[src/rtl/fft_bank_sched.sv]
module fft_bank_sched #(
  parameter int LOG_MIN = 7,
  parameter int SEL_W   = 2,
  parameter int CNT_W   = 16,
  localparam int LOG_MAX = LOG_MIN + (1 << SEL_W) - 1,
  localparam int AW      = LOG_MAX,
  localparam int IW      = LOG_MAX - 2,
  localparam int SW      = $clog2(LOG_MAX + 1)
) (
  input  logic             clk,
  input  logic             rst_n,
  input  logic             start,
  input  logic [SEL_W-1:0] size_sel,
  output logic             busy,
  output logic             done,
  output logic [CNT_W-1:0] stall_cnt,
  output logic [3:0]       rd_en,
  output logic [4*IW-1:0]  rd_addr,
  output logic [1:0]       rd_lo_bank,
  output logic [3:0]       wr_en,
  output logic [4*IW-1:0]  wr_addr,
  output logic [1:0]       wr_lo_bank
);

  logic [SW-1:0]   lg, stg;
  logic [AW-2:0]   k, j, kmax;
  logic [AW-1:0]   lo, hi;
  logic [1:0]      blo, bhi, wb_blo, wb_bhi;
  logic [IW-1:0]   ilo, ihi, wb_ilo, wb_ihi, imask;
  logic            wb_v, wb_last, conflict, issue, last_k, last_stg;

  assign last_stg = (stg == lg - SW'(1));
  assign kmax     = ((AW-1)'(1) << (lg - SW'(1))) - (AW-1)'(1);
  assign last_k   = (k == kmax);
  assign imask    = (IW'(1) << (lg - SW'(2))) - IW'(1);

  always_comb begin
    if (last_stg) j = {k[AW-2:1], k[0] ^ (^(k >> 1))};
    else          j = (k >> 1) | ((AW-1)'(k[0]) << (lg - SW'(2)));
    lo  = ((AW'(j) >> stg) << (stg + SW'(1))) | (AW'(j) & ((AW'(1) << stg) - AW'(1)));
    hi  = lo | (AW'(1) << stg);
    blo = {lo[lg - SW'(1)], ^lo};
    bhi = {hi[lg - SW'(1)], ^hi};
    ilo = IW'(lo >> 1) & imask;
    ihi = IW'(hi >> 1) & imask;
  end

  assign conflict = busy && wb_v &&
                    (blo == wb_blo || blo == wb_bhi || bhi == wb_blo || bhi == wb_bhi);
  assign issue    = busy && !conflict;

  always_ff @(posedge clk) begin
    if (!rst_n) begin
      lg <= SW'(LOG_MIN); stg <= '0; k <= '0; busy <= 1'b0;
      wb_v <= 1'b0; wb_last <= 1'b0; done <= 1'b0; stall_cnt <= '0;
      wb_blo <= '0; wb_bhi <= '0; wb_ilo <= '0; wb_ihi <= '0;
    end else begin
      wb_v    <= issue;
      wb_last <= issue && last_k && last_stg;
      done    <= wb_v && wb_last;
      if (issue) begin
        wb_blo <= blo; wb_bhi <= bhi; wb_ilo <= ilo; wb_ihi <= ihi;
      end
      if (!busy && start) begin
        lg <= SW'(LOG_MIN) + SW'(size_sel);
        stg <= '0; k <= '0; busy <= 1'b1; stall_cnt <= '0;
      end else if (conflict) begin
        stall_cnt <= stall_cnt + CNT_W'(1);
      end else if (issue) begin
        if (last_k) begin
          k <= '0;
          if (last_stg) busy <= 1'b0;
          else          stg <= stg + SW'(1);
        end else begin
          k <= k + (AW-1)'(1);
        end
      end
    end
  end

  assign rd_lo_bank = blo;
  assign wr_lo_bank = wb_blo;

  for (genvar b = 0; b < 4; b++) begin : g_bank
    assign rd_en[b] = issue && (blo == 2'(b) || bhi == 2'(b));
    assign wr_en[b] = wb_v && (wb_blo == 2'(b) || wb_bhi == 2'(b));
    assign rd_addr[b*IW +: IW] = !rd_en[b] ? '0 : (blo == 2'(b)) ? ilo : ihi;
    assign wr_addr[b*IW +: IW] = !wr_en[b] ? '0 : (wb_blo == 2'(b)) ? wb_ilo : wb_ihi;
  end


  rd_wr_disjoint_chk: assert property (@(posedge clk) disable iff (!rst_n)
    (rd_en & wr_en) == 4'b0);


  rd_pair_chk: assert property (@(posedge clk) disable iff (!rst_n)
    $countones(rd_en) == 0 || $countones(rd_en) == 2);


  wb_follows_rd_chk: assert property (@(posedge clk) disable iff (!rst_n)
    1'b1 |=> wr_en == $past(rd_en));


  stall_has_cause_chk: assert property (@(posedge clk) disable iff (!rst_n)
    (busy && rd_en == 4'b0) |-> wr_en != 4'b0);


  stall_count_chk: assert property (@(posedge clk) disable iff (!rst_n)
    (busy && rd_en == 4'b0 && !start) |=> stall_cnt == $past(stall_cnt) + CNT_W'(1));


  start_ignored_chk: assert property (@(posedge clk) disable iff (!rst_n)
    busy |=> $stable(lg));


  done_pulse_chk: assert property (@(posedge clk) disable iff (!rst_n)
    done |=> !done);

endmodule

[config.mk]
export PLATFORM = sky130hd
export DESIGN_NAME = fft_bank_sched
export DESIGN_NICKNAME = d
export VERILOG_FILES = /design/src/rtl/fft_bank_sched.sv
export SDC_FILE = /design/constraint.sdc
export NUM_CORES = 1
export LEC_CHECK = 0
export BUFFER_PORTS_ARGS = -buffer_cell sky130_fd_sc_hd__buf_4
export CORE_ASPECT_RATIO = 0.8
export CORE_MARGIN = 2
export CORE_UTILIZATION = 60
export CTS_BUF_LIST = sky130_fd_sc_hd__clkbuf_2
export CTS_CLUSTER_SIZE = 10
export DETAILED_ROUTE_END_ITERATION = 16
export GPL_TIMING_DRIVEN = 0
export PLACE_DENSITY = 0.83
export SLEW_MARGIN = 20
export SYNTH_ARGS = -nofsm -noshare
export SYNTH_HDL_FRONTEND = slang
export SYNTH_SLANG_ARGS = --single-unit
export TNS_END_PERCENT = 5
[constraint.sdc]
create_clock -name clk -period 8.87 [get_ports clk]
set_input_delay 0.4435 -clock clk [delete_from_list [all_inputs] [get_ports clk]]
set_output_delay 0.4435 -clock clk [all_outputs]
set_load 0.1 [all_outputs]
-- After elaboration in Yosys (flattened, before gate mapping)
Cells that the tools add are included.
- bitwise gates (word level): 10
- eq/ne operators: 19
- $lt $le $gt $ge: 1
- shift-type cells: 6
- muxes and demuxes: 27
- reduce and logical (&&, ||, !) cells: 42
- add/sub/neg operators: 9
- operators by type and width (cell ; count):
    8-bit 2-to-1 mux ; 16
    10-bit OR ; 2
    10-bit parity ; 2
    9-bit 2-to-1 mux ; 2
    16-bit by 1-bit adder with 16-bit output (second input constant) ; 1
    8-bit AND ; 2
    2-bit equality test (second input constant) ; 8
    1-bit logical AND ; 15
    1-bit logical OR ; 11
    9-bit by 10-bit AND with 10-bit output ; 1
    1-bit by 4-bit << shifter with 10-bit output (first input constant) ; 1
    10-bit by 4-bit << shifter with 10-bit output ; 1
    9-bit by 4-bit >> shifter with 10-bit output ; 1
    10-bit by 1-bit subtractor with 10-bit output (second input constant) ; 1
    9-bit by 1-bit adder with 9-bit output (second input constant) ; 1
    9-bit equality test ; 1
    8-bit by 9-bit OR with 9-bit output ; 1
    9-bit parity ; 1
    1-bit by 4-bit << shifter with 9-bit output ; 1
    1-bit by 4-bit << shifter with 9-bit output (first input constant) ; 1
    9-bit by 2-bit subtractor with 9-bit output (second input constant) ; 1
    1-bit binary-select mux with 4-bit select ; 2
    2-bit by 1-bit equality test with 1-bit output (second input constant) ; 4
    2-bit equality test ; 4
    18 further kinds ; 33
- output and inout port bits: 94
- input bits: 5
- register bits after elaboration: 57

-- Longest topological paths before layout
- word-level depth: 19
- mapped depth: 26
- depth with buffers taken out: 20

-- Least setup slack after synthesis
Ideal clock, no wire load.
- kind: reg2out
- from: register lg[0]
- to: output port rd_addr[16]
- required time: 8.426 ns
- path buffers: 5
- path slack: 1.277 ns
- cell stages (with the launch flop): 24
- data arrival time: 7.149 ns
- cells stage by stage: dfxtp_1 inv_1 clkbuf_1 ha_1 buf_1 xnor2_1 or3_1 buf_6 o21ai_2 nand2_1 o211ai_1 o21ai_2 nor3b_1 nor3_1 mux4_2 nand2_1 a32o_1 buf_2 xor2_1 o22ai_4 o21ai_2 buf_4 nand3_1 a21oi_1
- word-level cells in the longest chain between the ends: 18
- RTL lines (what ; RTL line ; RTL):
    start, declared ; 25 ; logic [SW-1:0] lg, stg;
    start signal, assigned ; 65 ; lg <= SW'(LOG_MIN) + SW'(size_sel);
    4-bit by 2-bit subtractor with 4-bit output ; 39 ; else j = (k >> 1) | ((AW-1)'(k[0]) << (lg - SW'(2)));
    1-bit by 4-bit << shifter with 9-bit output ; 39 ;
    8-bit by 9-bit OR with 9-bit output ; 39 ;
    9-bit 2-to-1 mux ; 38 ; if (last_stg) j = {k[AW-2:1], k[0] ^ (^(k >> 1))};
    9-bit by 4-bit >> shifter with 10-bit output ; 40 ; lo = ((AW'(j) >> stg) << (stg + SW'(1))) | (AW'(j) & ((AW'(1) << stg) - AW'(1)));
    10-bit by 4-bit << shifter with 10-bit output ; 40 ;
    10-bit OR ; 40 ;
    1-bit binary-select mux with 4-bit select * ; 42 ; blo = {lo[lg - SW'(1)], ^lo};
    1-bit 2-to-1 mux (implied by the code) * ; 42 ;
    via rd_lo_bank[1] ; 19 ; output logic [1:0] rd_lo_bank,
    2-bit equality test ; 49 ; (blo == wb_blo || blo == wb_bhi || bhi == wb_blo || bhi == wb_bhi);
    1-bit logical OR (3 in a row) ; 49 ;
    1-bit logical AND ; 48 ; assign conflict = busy && wb_v &&
    1-bit logical NOT ; 50 ; assign issue = busy && !conflict;
    1-bit logical AND ; 50 ;
    1-bit logical AND ; 85 ; assign rd_en[b] = issue && (blo == 2'(b) || bhi == 2'(b));
    8-bit 2-to-1 mux * ; 87 ; assign rd_addr[b*IW +: IW] = !rd_en[b] ? '0 : (blo == 2'(b)) ? ilo : ihi;
    end, declared ; 18 ; output logic [4*IW-1:0] rd_addr,
Mark *: on every way through the listed nets, which the timed path passes. The rest lies on a longest branch. The select of a mux whose other input is x is not followed.

-- Final worst setup path
- from: register lg[0]
- to: output port rd_addr[16]
- word-level cells in the longest chain between the ends: 18
- RTL lines (what ; RTL line):
    4-bit by 2-bit subtractor with 4-bit output ; 35, 39
    1-bit by 4-bit << shifter with 9-bit output ; 39
    8-bit by 9-bit OR with 9-bit output ; 39
    9-bit 2-to-1 mux ; 38
    9-bit by 4-bit >> shifter with 10-bit output ; 40
    10-bit by 4-bit << shifter with 10-bit output ; 40
    10-bit OR ; 40
    10-bit OR or 1-bit binary-select mux with 4-bit select (tied branches) ; 41, 42
    1-bit binary-select mux with 4-bit select or 1-bit 2-to-1 mux (tied branches) ; 43, 42
    1-bit 2-to-1 mux (implied by the code) or 2-bit equality test (tied branches) ; 43, 49
    2-bit equality test or 1-bit logical OR (tied branches) ; 49
    1-bit logical OR (2 in a row) ; 49
    1-bit logical AND ; 48
    1-bit logical NOT ; 50
    1-bit logical AND ; 50
    1-bit logical AND ; 85
    8-bit 2-to-1 mux * ; 87
Mark *: on every way between the ends. The rest lies on a longest branch, timed or not. The select of a mux whose other input is x is not followed.

==> results by group <==
Status
  • Status: finished, final reports clean

STA
  • Crit path time final: 8.42 ns
  • Final Max Slew Viols: 0
  • Clk_skew: approximately 0.023 ns
  • Final hold violation count: 0
  • Fin crit share: 0.949
  • Setup TNS: 0 ns
  • Final setup margin: between 0.4 and 0.5 ns
  • Unrepaired setup endpoints after global routing: no
  • Actual slew at the worst max-slew pin: 0.872 ns
  • Fmax: between 0.1 and 0.15 GHz
  • Max_slew headroom: 0.415
  • Final setup fails: 0
  • Worst hold slack: between 0.15 and 0.2 ns

Global routing
  • Vias in the first global route: 7552
  • Grt total ovfl: 0
  • First-pass GRT wire length: 40600 um
  • Initial antenna violation count: 0
  • Largest net degree at the start of global routing: 13
  • Total Routing Usage GR: 0.416

Drt
  • TritonRoute pass-1 iters: 6
  • Antenna Nets Post-Route: 0
  • # DRC: 0
  • Routed WL: between 20000 and 30000 um
  • Via count: around 8700
  • Avg WL per Cell: between 20 and 25 um
  • Vias/cell: approximately 6.9
  • Initial drt markers: about 1500

Placed design
  • Post-place setup slack: 0.722 ns
  • Port-buffer cells: 98
  • Gp weighted congestion: 1.15
  • DP Wirelength: 19900 um

Synthesis
  • Main synth FF type: dfxtp_1
  • Post-Syn Nets: between 1000 and 1500
  • Post-synth EDFFs: 0
  • Seq cells post-synth: 57
  • Synthesized area: ~0.007 mm2
  • Sequential element share of the synthesized area: 0.167
  • Post-synth ARST share: 0
  • Gate Count Post-Synth: 1003
  • Post-synthesis cell type count: between 80 and 90
  • Synth warnings: 0
  • Avg Inst Size Synth: 6.83 um2

Layout
  • Commonest non-fill, non-tap cell in the layout: nand2_1
  • Multi-input gate area: roughly 0.0053 mm2
  • Area Overhead vs Synth: 15.6%
  • Layout fillers: 914
  • Most frequent cells in the layout: nand2_1, a21oi_1, buf_4
  • Net count, final: roughly 1100
  • Reg area: 0.00114 mm2
  • Layout cells sized above 1: 0.156

Clock tree
  • Post-CTS resize count: 0
  • Cts bufs inserted: 9
  • Clock Latency Late Sink: 0.51 ns
  • Clock Path Buffers: 2
  • Worst-path clk slew: roughly 0.18 ns
  • Post-CTS Setup Bufs: 0
  • CTS tree: built
  • H-tree levels: 3
  • Hold_buf cts: 0
  • Clock root cell: clkbuf_2
  • Clk sinks: 57

Critical path
  • Critical path's slowest cell: ha_1
  • Worst-path fanout max: 12
  • RR Endpoint: wb_ilo[6]
  • Critical path arrival: between 7 and 8 ns
  • Max incr delay on CP: around 0.64 ns
  • Setup CP Type: reg -> out
  • R2R Setup Slk: 1.40 ns
  • Worst R2R Path Depth: 22
  • CP cell instances: inv_1, clkbuf_1, ha_1, xnor2_1, nor3_2, nand2_1, buf_2, o21ai_1, o22ai_1, a211oi_1, o211ai_1, nor4b_4, xor2_1, xnor3_1, xor2_1, xnor2_1, o22ai_2, o21ai_4, buf_4, nand3_1, a21oi_1, buf_4
  • Worst R2R Start: lg[0]
  • Required time of the critical path: roughly 8.4 ns
  • Crit start category: flop
  • Critical path capture point type: primary output

Floorplan
  • Die H: 99.6 um
  • Starting Density: 0.622
  • Row count: 34
  • Core area: between 0.01 and 0.015 mm2
  • Die area: between 0.01 and 0.015 mm2
  • Die Wd: 123 um
  • Ports: a little under 100

Pwr
  • Int Power: between 0.0004 and 0.0005 W
  • Seq pwr share: 0.295
  • Power share of the combinational group: 0.490
  • P_leak: between 2 and 3 nW
  • Peak supply drop: around 0.11 mV
  • Clock network fraction of total power: 0.216
  • Switch share: 0.475
  • Total power: between 0.0009 and 0.001 W
  • Psw: 0.000437 W
  • PwrDens: 116 mW/mm2

Hold path
  • Hold EP: lg[0]
  • Hold path depth: 2
  • Hold Crit Class: in -> reg
  • Hold path start: size_sel[0]

Run
  • Max Cap Viol: 0
## worst max path at each step
stage / from / to / slack [ns] / cells past startpoint
after global routing: lg[0] / rd_addr[16] / 0.06 / 22
after global placement: lg[0] / rd_addr[16] / 0.67 / 23
final: lg[0] / rd_addr[16] / 0.45 / 22
after CTS: lg[0] / rd_addr[16] / 0.14 / 23
after floorplan: lg[0] / rd_addr[16] / 1.28 / 23
after detailed placement: lg[0] / rd_addr[16] / 0.72 / 23
## worst max-delay path, delay by kind of cell (launching register included)
| family | cells | cell delay [ns] |
|---|---|---|
| flip-flops | 1 | 0.58 |
| adder cells (fa/ha/maj) | 1 | 0.64 |
| AND/OR/NAND/NOR | 4 | 1.28 |
| AO/OA/AOI/OAI | 7 | 2.24 |
| XOR/XNOR | 5 | 1.38 |
| buffers and inverters | 5 | 1.35 |
## cell usage after synthesis (16+ instances only)
| cell type | n | area (um2) |
|---|---|---|
| o21ai_0 | 66 | 330 |
| nor2_1 | 58 | 218 |
| clkbuf_1 | 52 | 195 |
| or3_1 | 25 | 156 |
| nand2_1 | 156 | 586 |
| ha_1 | 23 | 288 |
| dfxtp_1 | 57 | 1140 |
| inv_1 | 38 | 143 |
| nand3_1 | 42 | 210 |
| xnor2_1 | 29 | 254 |
| a21oi_1 | 126 | 631 |
| nor3_1 | 27 | 135 |
| xor2_1 | 25 | 219 |
| o211ai_1 | 16 | 120 |
## logic make-up after synthesis
family                   share of synthesized area
XOR/XNOR                                    0.0898
buffers and inverters                       0.0666
AO/OA/AOI/OAI                                0.320
flip-flops                                   0.167
adder cells (fa/ha/maj)                     0.0420
multiplexers                                0.0283
AND/OR/NAND/NOR                              0.286
## registers in the layout, summed over array words and instances, names as in the netlist
| name | count |
|---|---|
| busy | 1 |
| done | 1 |
| k | 9 |
| lg | 4 |
| stall_cnt | 16 |
| stg | 4 |
| wb_bhi | 2 |
| wb_ihi | 8 |
| wb_ilo | 8 |
| wb_last | 1 |
| wb_v | 1 |
| wr_lo_bank | 2 |
## per-layer routing
metal	global-route usage	wire length, um	vias up
li1	-	-	3894
met1	0.614	10800	3982
met2	0.582	10400	706
met3	0.154	4260	77
met4	0.0656	439	0
met5	0	0	-
## cell type report
type                            instances  area share
Multi-Input combinational cell        834       0.666
Clock inverter                          5      0.0101
Tap cell                              144      0.0227
Buffer                                 72      0.0387
Sequential cell                        57       0.144
Clock buffer                           11     0.00695
Antenna cell                            1    0.000316
Timing Repair Buffer                   98      0.0928
Inverter                               39      0.0185
## power groups by stage
stage	Sequential (W)	Combinational, W	Clock (W)
finish	0.000271	0.000451	0.000199
global route	0.000272	0.000477	0.000209
CTS	0.000271	0.000433	0.000197
detailed placement	0.000276	0.000431	0
global placement	0.000276	0.000425	0
floorplan	0.000285	0.000323	0
## through the flow
step                      cells   util  area [um2]
after floorplan            1003      -        6850
after global placement     1245  0.705        7770
after detailed placement   1245  0.705        7770
after CTS                  1261  0.717        7900
after global routing       1260  0.719        7920
final                      1261  0.719        7930
Power figures use the tool's default switching activity.
